<file path="src/rtl/arb_pkg.sv">
package arb_pkg;

   typedef enum logic [1:0] {
      KIND_BIDIR   = 2'b00,
      KIND_RD_ONLY = 2'b01,
      KIND_WR_ONLY = 2'b10,
      KIND_SPARE   = 2'b11
   } port_kind_e;

   // Direction legality of a request for a given port kind.
   function automatic logic dir_ok(input logic [1:0] kind, input logic is_wr);
      case (port_kind_e'(kind))
         KIND_RD_ONLY: dir_ok = !is_wr;
         KIND_WR_ONLY: dir_ok = is_wr;
         default:      dir_ok = 1'b1;
      endcase
   endfunction

endpackage

</file>
<file path="src/rtl/arb_port_filter.sv">
module arb_port_filter
   import arb_pkg::*;
#(
   parameter int NPORTS = 4
) (
   input  logic                   clk,
   input  logic                   rst_n,
   input  logic [NPORTS-1:0][1:0] cfg_kind,
   input  logic [NPORTS-1:0]      req_valid,
   input  logic [NPORTS-1:0]      req_write,
   output logic [NPORTS-1:0]      elig,
   output logic [NPORTS-1:0]      err_dir
);

   for (genvar i = 0; i < NPORTS; i++) begin : g_port
      logic bad;
      assign bad     = req_valid[i] && !dir_ok(cfg_kind[i], req_write[i]);
      assign elig[i] = req_valid[i] && !bad;

      always_ff @(posedge clk) begin
         if (!rst_n)   err_dir[i] <= 1'b0;
         else if (bad) err_dir[i] <= 1'b1;
      end

      // once raised, the flag never drops without reset
      a_r3_sticky: assert property (@(posedge clk) disable iff (!rst_n)
         err_dir[i] |=> err_dir[i]);
   end

endmodule

</file>
<file path="src/rtl/arb_prio_select.sv">
module arb_prio_select #(
   parameter int NPORTS = 4,
   parameter int PRIO_W = 3
) (
   input  logic                        clk,
   input  logic                        rst_n,
   input  logic [NPORTS-1:0]           elig,
   input  logic [NPORTS-1:0][PRIO_W-1:0] cfg_prio,
   output logic [NPORTS-1:0]           tie_mask,
   output logic                        any_elig
);

   logic [PRIO_W-1:0] top_lvl;

   always_comb begin
      top_lvl = '0;
      for (int i = 0; i < NPORTS; i++)
         if (elig[i] && cfg_prio[i] > top_lvl) top_lvl = cfg_prio[i];
      for (int i = 0; i < NPORTS; i++)
         tie_mask[i] = elig[i] && (cfg_prio[i] == top_lvl);
   end

   assign any_elig = |elig;

   for (genvar i = 0; i < NPORTS; i++) begin : g_chk_i
      // a tied port is eligible
      a_r4_tied_elig: assert property (@(posedge clk) disable iff (!rst_n)
         tie_mask[i] |-> elig[i]);
      for (genvar j = 0; j < NPORTS; j++) begin : g_chk_j
         // no eligible port outranks a tied port
         a_r4_top_prio: assert property (@(posedge clk) disable iff (!rst_n)
            (tie_mask[i] && elig[j]) |-> (cfg_prio[j] <= cfg_prio[i]));
      end
   end

endmodule

</file>
<file path="src/rtl/arb_weight_pick.sv">
module arb_weight_pick #(
   parameter int NPORTS  = 4,
   parameter int WGT_W   = 6,
   parameter int WGT_MAX = 32,
   localparam int IDX_W  = (NPORTS > 1) ? $clog2(NPORTS) : 1
) (
   input  logic                         clk,
   input  logic                         rst_n,
   input  logic [NPORTS-1:0]            tie_mask,
   input  logic [NPORTS-1:0][WGT_W-1:0] cfg_weight,
   input  logic                         take,
   output logic [IDX_W-1:0]             win_idx,
   output logic                         win_valid
);

   logic [NPORTS-1:0][WGT_W-1:0] wclamp, cred_q, eff, cred_d;
   logic [NPORTS-1:0]            tied_nz, live;
   logic                         refill, found, got_first;
   logic [IDX_W-1:0]             best, first;
   logic [WGT_W-1:0]             best_eff;

   always_comb begin
      for (int i = 0; i < NPORTS; i++) begin
         wclamp[i]  = (cfg_weight[i] > WGT_W'(WGT_MAX)) ? WGT_W'(WGT_MAX) : cfg_weight[i];
         tied_nz[i] = tie_mask[i] && (wclamp[i] != '0);
         live[i]    = tied_nz[i] && (cred_q[i] != '0);
      end
      refill = (|tied_nz) && !(|live);

      found    = 1'b0;
      best     = '0;
      best_eff = '0;
      for (int i = 0; i < NPORTS; i++) begin
         eff[i] = refill ? wclamp[i] : cred_q[i];
         if (tied_nz[i] && eff[i] != '0 && (!found || eff[i] > best_eff)) begin
            found    = 1'b1;
            best     = IDX_W'(i);
            best_eff = eff[i];
         end
      end

      got_first = 1'b0;
      first     = '0;
      for (int i = 0; i < NPORTS; i++)
         if (!got_first && tie_mask[i]) begin
            got_first = 1'b1;
            first     = IDX_W'(i);
         end

      for (int i = 0; i < NPORTS; i++)
         cred_d[i] = eff[i] - ((found && best == IDX_W'(i)) ? WGT_W'(1) : WGT_W'(0));
   end

   assign win_idx   = found ? best : first;
   assign win_valid = |tie_mask;

   always_ff @(posedge clk) begin
      if (!rst_n)    cred_q <= '0;
      else if (take) cred_q <= cred_d;
   end

   // a zero-weight winner implies no nonzero-weight tied requester
   a_r7_zero_weight: assert property (@(posedge clk) disable iff (!rst_n)
      (win_valid && wclamp[win_idx] == '0) |-> (tied_nz == '0));
   // the chosen port belongs to the tied group
   a_r5_win_tied: assert property (@(posedge clk) disable iff (!rst_n)
      win_valid |-> tie_mask[win_idx]);

endmodule

</file>
<file path="src/rtl/prio_weight_arbiter.sv">
module prio_weight_arbiter #(
   parameter int NPORTS    = 4,
   parameter int PRIO_W    = 3,
   parameter int WGT_W     = 6,
   parameter int WGT_MAX   = 32,
   parameter int MAX_BURST = 16,
   localparam int LEN_W    = (MAX_BURST > 1) ? $clog2(MAX_BURST) : 1,
   localparam int IDX_W    = (NPORTS > 1) ? $clog2(NPORTS) : 1
) (
   input  logic                          clk,
   input  logic                          rst_n,
   input  logic [NPORTS-1:0][1:0]        cfg_kind,
   input  logic [NPORTS-1:0][PRIO_W-1:0] cfg_prio,
   input  logic [NPORTS-1:0][WGT_W-1:0]  cfg_weight,
   input  logic [NPORTS-1:0]             req_valid,
   input  logic [NPORTS-1:0]             req_write,
   input  logic [NPORTS-1:0][LEN_W-1:0]  req_len,
   output logic                          gnt_valid,
   output logic [NPORTS-1:0]             gnt_onehot,
   output logic [IDX_W-1:0]              gnt_idx,
   output logic                          gnt_write,
   output logic [NPORTS-1:0]             err_dir
);

   // Four shared read and four shared write buffers bound the port count.
   if (NPORTS < 1 || NPORTS > 4) begin : g_bad_nports
      $error("NPORTS must be 1 to 4");
   end
   if (WGT_MAX < 1 || WGT_MAX >= (1 << WGT_W)) begin : g_bad_wgt
      $error("WGT_MAX must fit in WGT_W bits");
   end
   if (PRIO_W < 1) begin : g_bad_prio
      $error("PRIO_W must be positive");
   end

   logic [NPORTS-1:0] elig, tie_mask;
   logic              any_elig, win_valid, take;
   logic [IDX_W-1:0]  win_idx;
   logic [LEN_W-1:0]  beat_cnt;

   arb_port_filter #(.NPORTS(NPORTS)) u_filter (
      .clk(clk), .rst_n(rst_n), .cfg_kind(cfg_kind),
      .req_valid(req_valid), .req_write(req_write),
      .elig(elig), .err_dir(err_dir));

   arb_prio_select #(.NPORTS(NPORTS), .PRIO_W(PRIO_W)) u_prio (
      .clk(clk), .rst_n(rst_n), .elig(elig), .cfg_prio(cfg_prio),
      .tie_mask(tie_mask), .any_elig(any_elig));

   arb_weight_pick #(.NPORTS(NPORTS), .WGT_W(WGT_W), .WGT_MAX(WGT_MAX)) u_weight (
      .clk(clk), .rst_n(rst_n), .tie_mask(tie_mask), .cfg_weight(cfg_weight),
      .take(take), .win_idx(win_idx), .win_valid(win_valid));

   assign take = !gnt_valid && any_elig;

   always_ff @(posedge clk) begin
      if (!rst_n) begin
         gnt_valid <= 1'b0;
         gnt_idx   <= '0;
         gnt_write <= 1'b0;
         beat_cnt  <= '0;
      end else if (take) begin
         gnt_valid <= 1'b1;
         gnt_idx   <= win_idx;
         gnt_write <= req_write[win_idx];
         beat_cnt  <= req_len[win_idx];
      end else if (gnt_valid) begin
         if (beat_cnt == '0) gnt_valid <= 1'b0;
         else                beat_cnt  <= beat_cnt - 1'b1;
      end
   end

   always_comb begin
      gnt_onehot = '0;
      if (gnt_valid) gnt_onehot[gnt_idx] = 1'b1;
   end

   // mid-burst, the grant and its port stay put
   a_r9_burst_hold: assert property (@(posedge clk) disable iff (!rst_n)
      (gnt_valid && beat_cnt != '0) |=> (gnt_valid && $stable(gnt_idx)));
   // the last beat is followed by a grant-free cycle
   a_r9_idle_gap: assert property (@(posedge clk) disable iff (!rst_n)
      (gnt_valid && beat_cnt == '0) |=> !gnt_valid);
   // a decision needs a candidate from the weight stage
   a_r9_take_has_winner: assert property (@(posedge clk) disable iff (!rst_n)
      take |-> win_valid);

endmodule

</file>
<file path="config.mk">
export PLATFORM = sky130hd
export DESIGN_NAME = prio_weight_arbiter
export DESIGN_NICKNAME = d
export VERILOG_FILES = /design/src/rtl/arb_pkg.sv /design/src/rtl/arb_port_filter.sv /design/src/rtl/arb_prio_select.sv /design/src/rtl/arb_weight_pick.sv /design/src/rtl/prio_weight_arbiter.sv
export SDC_FILE = /design/constraint.sdc
export NUM_CORES = 1
export LEC_CHECK = 0
export BUFFER_PORTS_ARGS = -buffer_cell sky130_fd_sc_hd__buf_2
export CAP_MARGIN = 25
export CELL_PAD_IN_SITES_DETAIL_PLACEMENT = 1
export CELL_PAD_IN_SITES_GLOBAL_PLACEMENT = 1
export CORE_MARGIN = 5
export CORE_UTILIZATION = 38
export CTS_BUF_LIST = sky130_fd_sc_hd__clkbuf_4 sky130_fd_sc_hd__clkbuf_8 sky130_fd_sc_hd__clkbuf_16
export CTS_CLUSTER_SIZE = 20
export DETAILED_ROUTE_END_ITERATION = 16
export PLACE_DENSITY = 0.78
export SLEW_MARGIN = 20
export SYNTH_ARGS = -nofsm -noshare
export SYNTH_HDL_FRONTEND = slang
export SYNTH_SLANG_ARGS = --single-unit
</file>
<file path="constraint.sdc">
create_clock -name clk -period 12.9 [get_ports clk]
set_input_delay 1.935 -clock clk [delete_from_list [all_inputs] [get_ports clk]]
set_output_delay 1.935 -clock clk [all_outputs]
set_load 0.05 [all_outputs]
</file>
==> results.cfg <==
[run_status]
status = finished clean

[synthesis]
synth_nets = 703
synth_edf_count = 0
syn_area_um2 = 4490
ys.flop_type = dfxtp_1
ys_seq_area_share_pct = 16.1
synth_top_area_share_pct = 16.1
synth_area_leader_cell = dfxtp_1
synthArstFlopShare_pct = 0
syn_avg_cell_area_um2 = 7.62
synthCells = 589
ys_ff_latch = 36
synth_area_leaders = dfxtp_1, ha_1, a21oi_1
ys_types = 77
ys_warn_count = 0

[die]
rows = 39
die_w_um = 119
core_um2 = 11500
die_h_um = 119
start_util_pct = 39.0
pin_count = 82
dieArea_um2 = 14100

[cells_and_area]
num_antenna_cells = 0
area_growth_pct = 46.9
final_core_util_pct = 57.2
multi_input_comb_area_um2 = 4170
fill_cells = 1375
fin_nets = 858
layout-drive-gt1-share_pct = 41.5
ff_latch_area_um2 = 721

[global_routing]
antenna_found_initial = 0
grt_overflow = 0
grt_pass1_wl_um = 27400
met2_usage_pct = 42.6
use_met1_pct = 29.4
busiest_layer = met2
grt_usage_pct = 23.5
grt_start_max_net_pins = 37
grt_pass1_vias = 5406
use_met3_pct = 3.01

[timing]
fin_crit_sh_pct = 98.9
min_period_ns = 12.75
worst_pin_slew_ns = 0.920
slew_headroom_pct = 38.7
clock_skew_ns = 0.00561
max_freq_ghz = 0.0784
finalSetupViolations = 0
rsz0062_at_grt = true
finalSetupTns_ns = 0
hold_viol_final = 0
maxSlewViolCount = 0

[setup_path]
crit-reg2reg-launch = u_weight.cred_q[3]
critPathMaxStageDelay_ns = 0.39
r2r_end = u_weight.cred_q[11]
cp_slowest_cell = a211o_4
crit_arrival_ns = 12.97
cp-endpoint = u_weight.cred_q[11]
cpMostUsedCell = a21oi_2
rr_worst_depth = 46
ff2ff_setup_slack_ns = 5.24
cp-start-kind = input pin
crit_fanout = 6
required_ns = 13.12
critical_path_class = in2reg
crit_path_start = cfg_kind[1]
worstSetupEndpointType = flop

[pwr]
p_comb_share_pct = 71.2
swShare_pct = 47.6
internal_power_mw = 0.541
switchingPower_mw = 0.491
seqPwrFrac_pct = 16.0
pwr_density_cell_nw_per_um2 = 157
leakagePower_nw = 2.72
clockPowerShare_pct = 12.8
finalPower_mw = 1.03
ir_drop_uv = 90.9

[placement]
numPortBuffers = 81
dp_hpwl_um = 13500
place_congestion = 0.983

[cts]
cts_buffers = 5
cts_buffer_depth = 2
ctsHoldBuffers = 0
tritoncts = built
htreeDepth = 2
insertion_delay_ns = 0.29
cts-root-buf = clkbuf_16
clk_pin_slew_ns = 0.06
cts_sinks = 36

[route]
vias = 5409
routed_wl_um = 19800
drt_iter0_markers = 303
final_antenna_net_count = 0
drc_errors = 0
drt-pass1-iter-count = 6
detail_route.wl_per_cell_um = 22.3
vias_per_cell = 6.09

[job]
drv_cap = 0

[hold_path]
hp-class = reg2reg
## flip-flops by register name, indices dropped and copies added, names as in the netlist
name,count
gnt_idx,2
u_weight.cred_q,24
gnt_valid,1
beat_cnt,4
gnt_write,1
u_filter.err_dir,4
## through the flow
step	setup slack, ns	cell area [um^2]	std cells	hold slack, ns
after floorplan	0.0117	4620	589	0.441
after global placement	-0.198	5580	850	0.451
after detailed placement	-0.597	5580	850	0.456
after CTS	0.00612	5850	862	0.472
after global routing	-0.349	6590	888	0.501
final	0.148	6590	888	0.471
## cell usage in the layout (no fill, tap or decap), types with 8 or more instances in the layout
cell	netlist	final
a211oi_1	13	11
a21oi_1	53	38
a21oi_2	2	14
buf_2	4	79
buf_4	1	77
buf_6	2	11
dfxtp_1	36	36
ha_1	44	26
ha_4	0	13
inv_1	38	33
mux2_2	9	8
mux2i_1	23	17
nand2_1	43	41
nand3_1	25	21
nor2_1	43	43
nor2b_1	11	10
o21a_1	9	8
o21ai_0	33	25
o21ai_2	0	8
xnor2_1	11	11
## layout make-up
cell class                      count  area share [%]
Multi-Input combinational cell    489            63.3
Timing Repair Buffer              173            18.4
Sequential cell                    36            10.9
Tap cell                          143            2.72
Inverter                           39            2.30
Clock buffer                        6            2.11
Clock inverter                      2           0.228
## how the worst min path moves through the flow
stage                                    from             endpoint  slack [ns]  cells after the start
after floorplan           u_weight.cred_q[10]  u_weight.cred_q[10]        0.44                      2
after global placement    u_filter.err_dir[3]  u_filter.err_dir[3]        0.45                      1
after detailed placement  u_filter.err_dir[2]  u_filter.err_dir[2]        0.46                      1
after CTS                 u_filter.err_dir[2]  u_filter.err_dir[2]        0.47                      1
after global routing      u_filter.err_dir[1]  u_filter.err_dir[1]        0.50                      1
final                     u_filter.err_dir[2]  u_filter.err_dir[2]        0.47                      1
## logic make-up (layout without fill, tap and decap cells)
family                     after synthesis  after routing  share of synthesized area (%)
xor gates and xnor gates                18             18                           3.51
DFF                                     36             36                           16.1
AOI/OAI and AO/OA                      187            187                           29.3
muxes                                   36             36                           8.81
and+or+nand+nor                        204            204                           24.2
adders and majority gates               44             44                           12.3
buffers and inverters                   64            220                           5.89
## cells in the mapped netlist (4+ instances only)
| cell | instances |
|---|---|
| a211oi_1 | 13 |
| a21o_1 | 6 |
| a21oi_1 | 53 |
| a311oi_1 | 4 |
| a31o_2 | 5 |
| a31oi_1 | 7 |
| and3_1 | 7 |
| buf_2 | 4 |
| clkbuf_1 | 16 |
| dfxtp_1 | 36 |
| ha_1 | 44 |
| inv_1 | 38 |
| mux2_2 | 9 |
| mux2i_1 | 23 |
| nand2_1 | 43 |
| nand2b_1 | 8 |
| nand3_1 | 25 |
| nand4_1 | 6 |
| nor2_1 | 43 |
| nor2b_1 | 11 |
| nor3_1 | 14 |
| nor3b_1 | 8 |
| nor4b_1 | 8 |
| o211ai_1 | 7 |
| o21a_1 | 9 |
| o21ai_0 | 33 |
| o21ai_1 | 5 |
| or2_2 | 5 |
| or3_1 | 8 |
| xnor2_1 | 11 |
| xor2_1 | 7 |
## timing repair
| item | CTS | global route |
|---|---|---|
| gates cloned | 0 | 1 |
| pin swaps | 9 | 48 |
| endpoints found under the setup margin | 15 | 31 |
| resized for setup | 20 | 99 |
| setup buffers | 4 | 24 |
## power groups by stage
stage | logic [mW] | registers, mW | clock network, mW
3_5_place_dp | 0.575 | 0.164 | 0
2_1_floorplan | 0.372 | 0.170 | 0
4_1_cts | 0.602 | 0.162 | 0.134
6_report | 0.735 | 0.165 | 0.132
5_1_grt | 0.783 | 0.167 | 0.138
3_3_place_gp | 0.553 | 0.162 | 0
## metal layers
layer,up-vias,routed length (um)
met2,188,10200
met5,-,0
met1,2650,8000
li1,2514,-
met4,0,616
met3,57,1030
## worst max-delay path, delay by kind of cell
kind	cells	cell delay, ns
AND/OR/NAND/NOR	15	2.29
buffers and inverters	10	1.05
AO/OA/AOI/OAI	31	5.28
multiplexers	2	0.47
adder cells (fa/ha/maj)	8	1.92
Note: power is estimated with default switching activity, not from simulation.
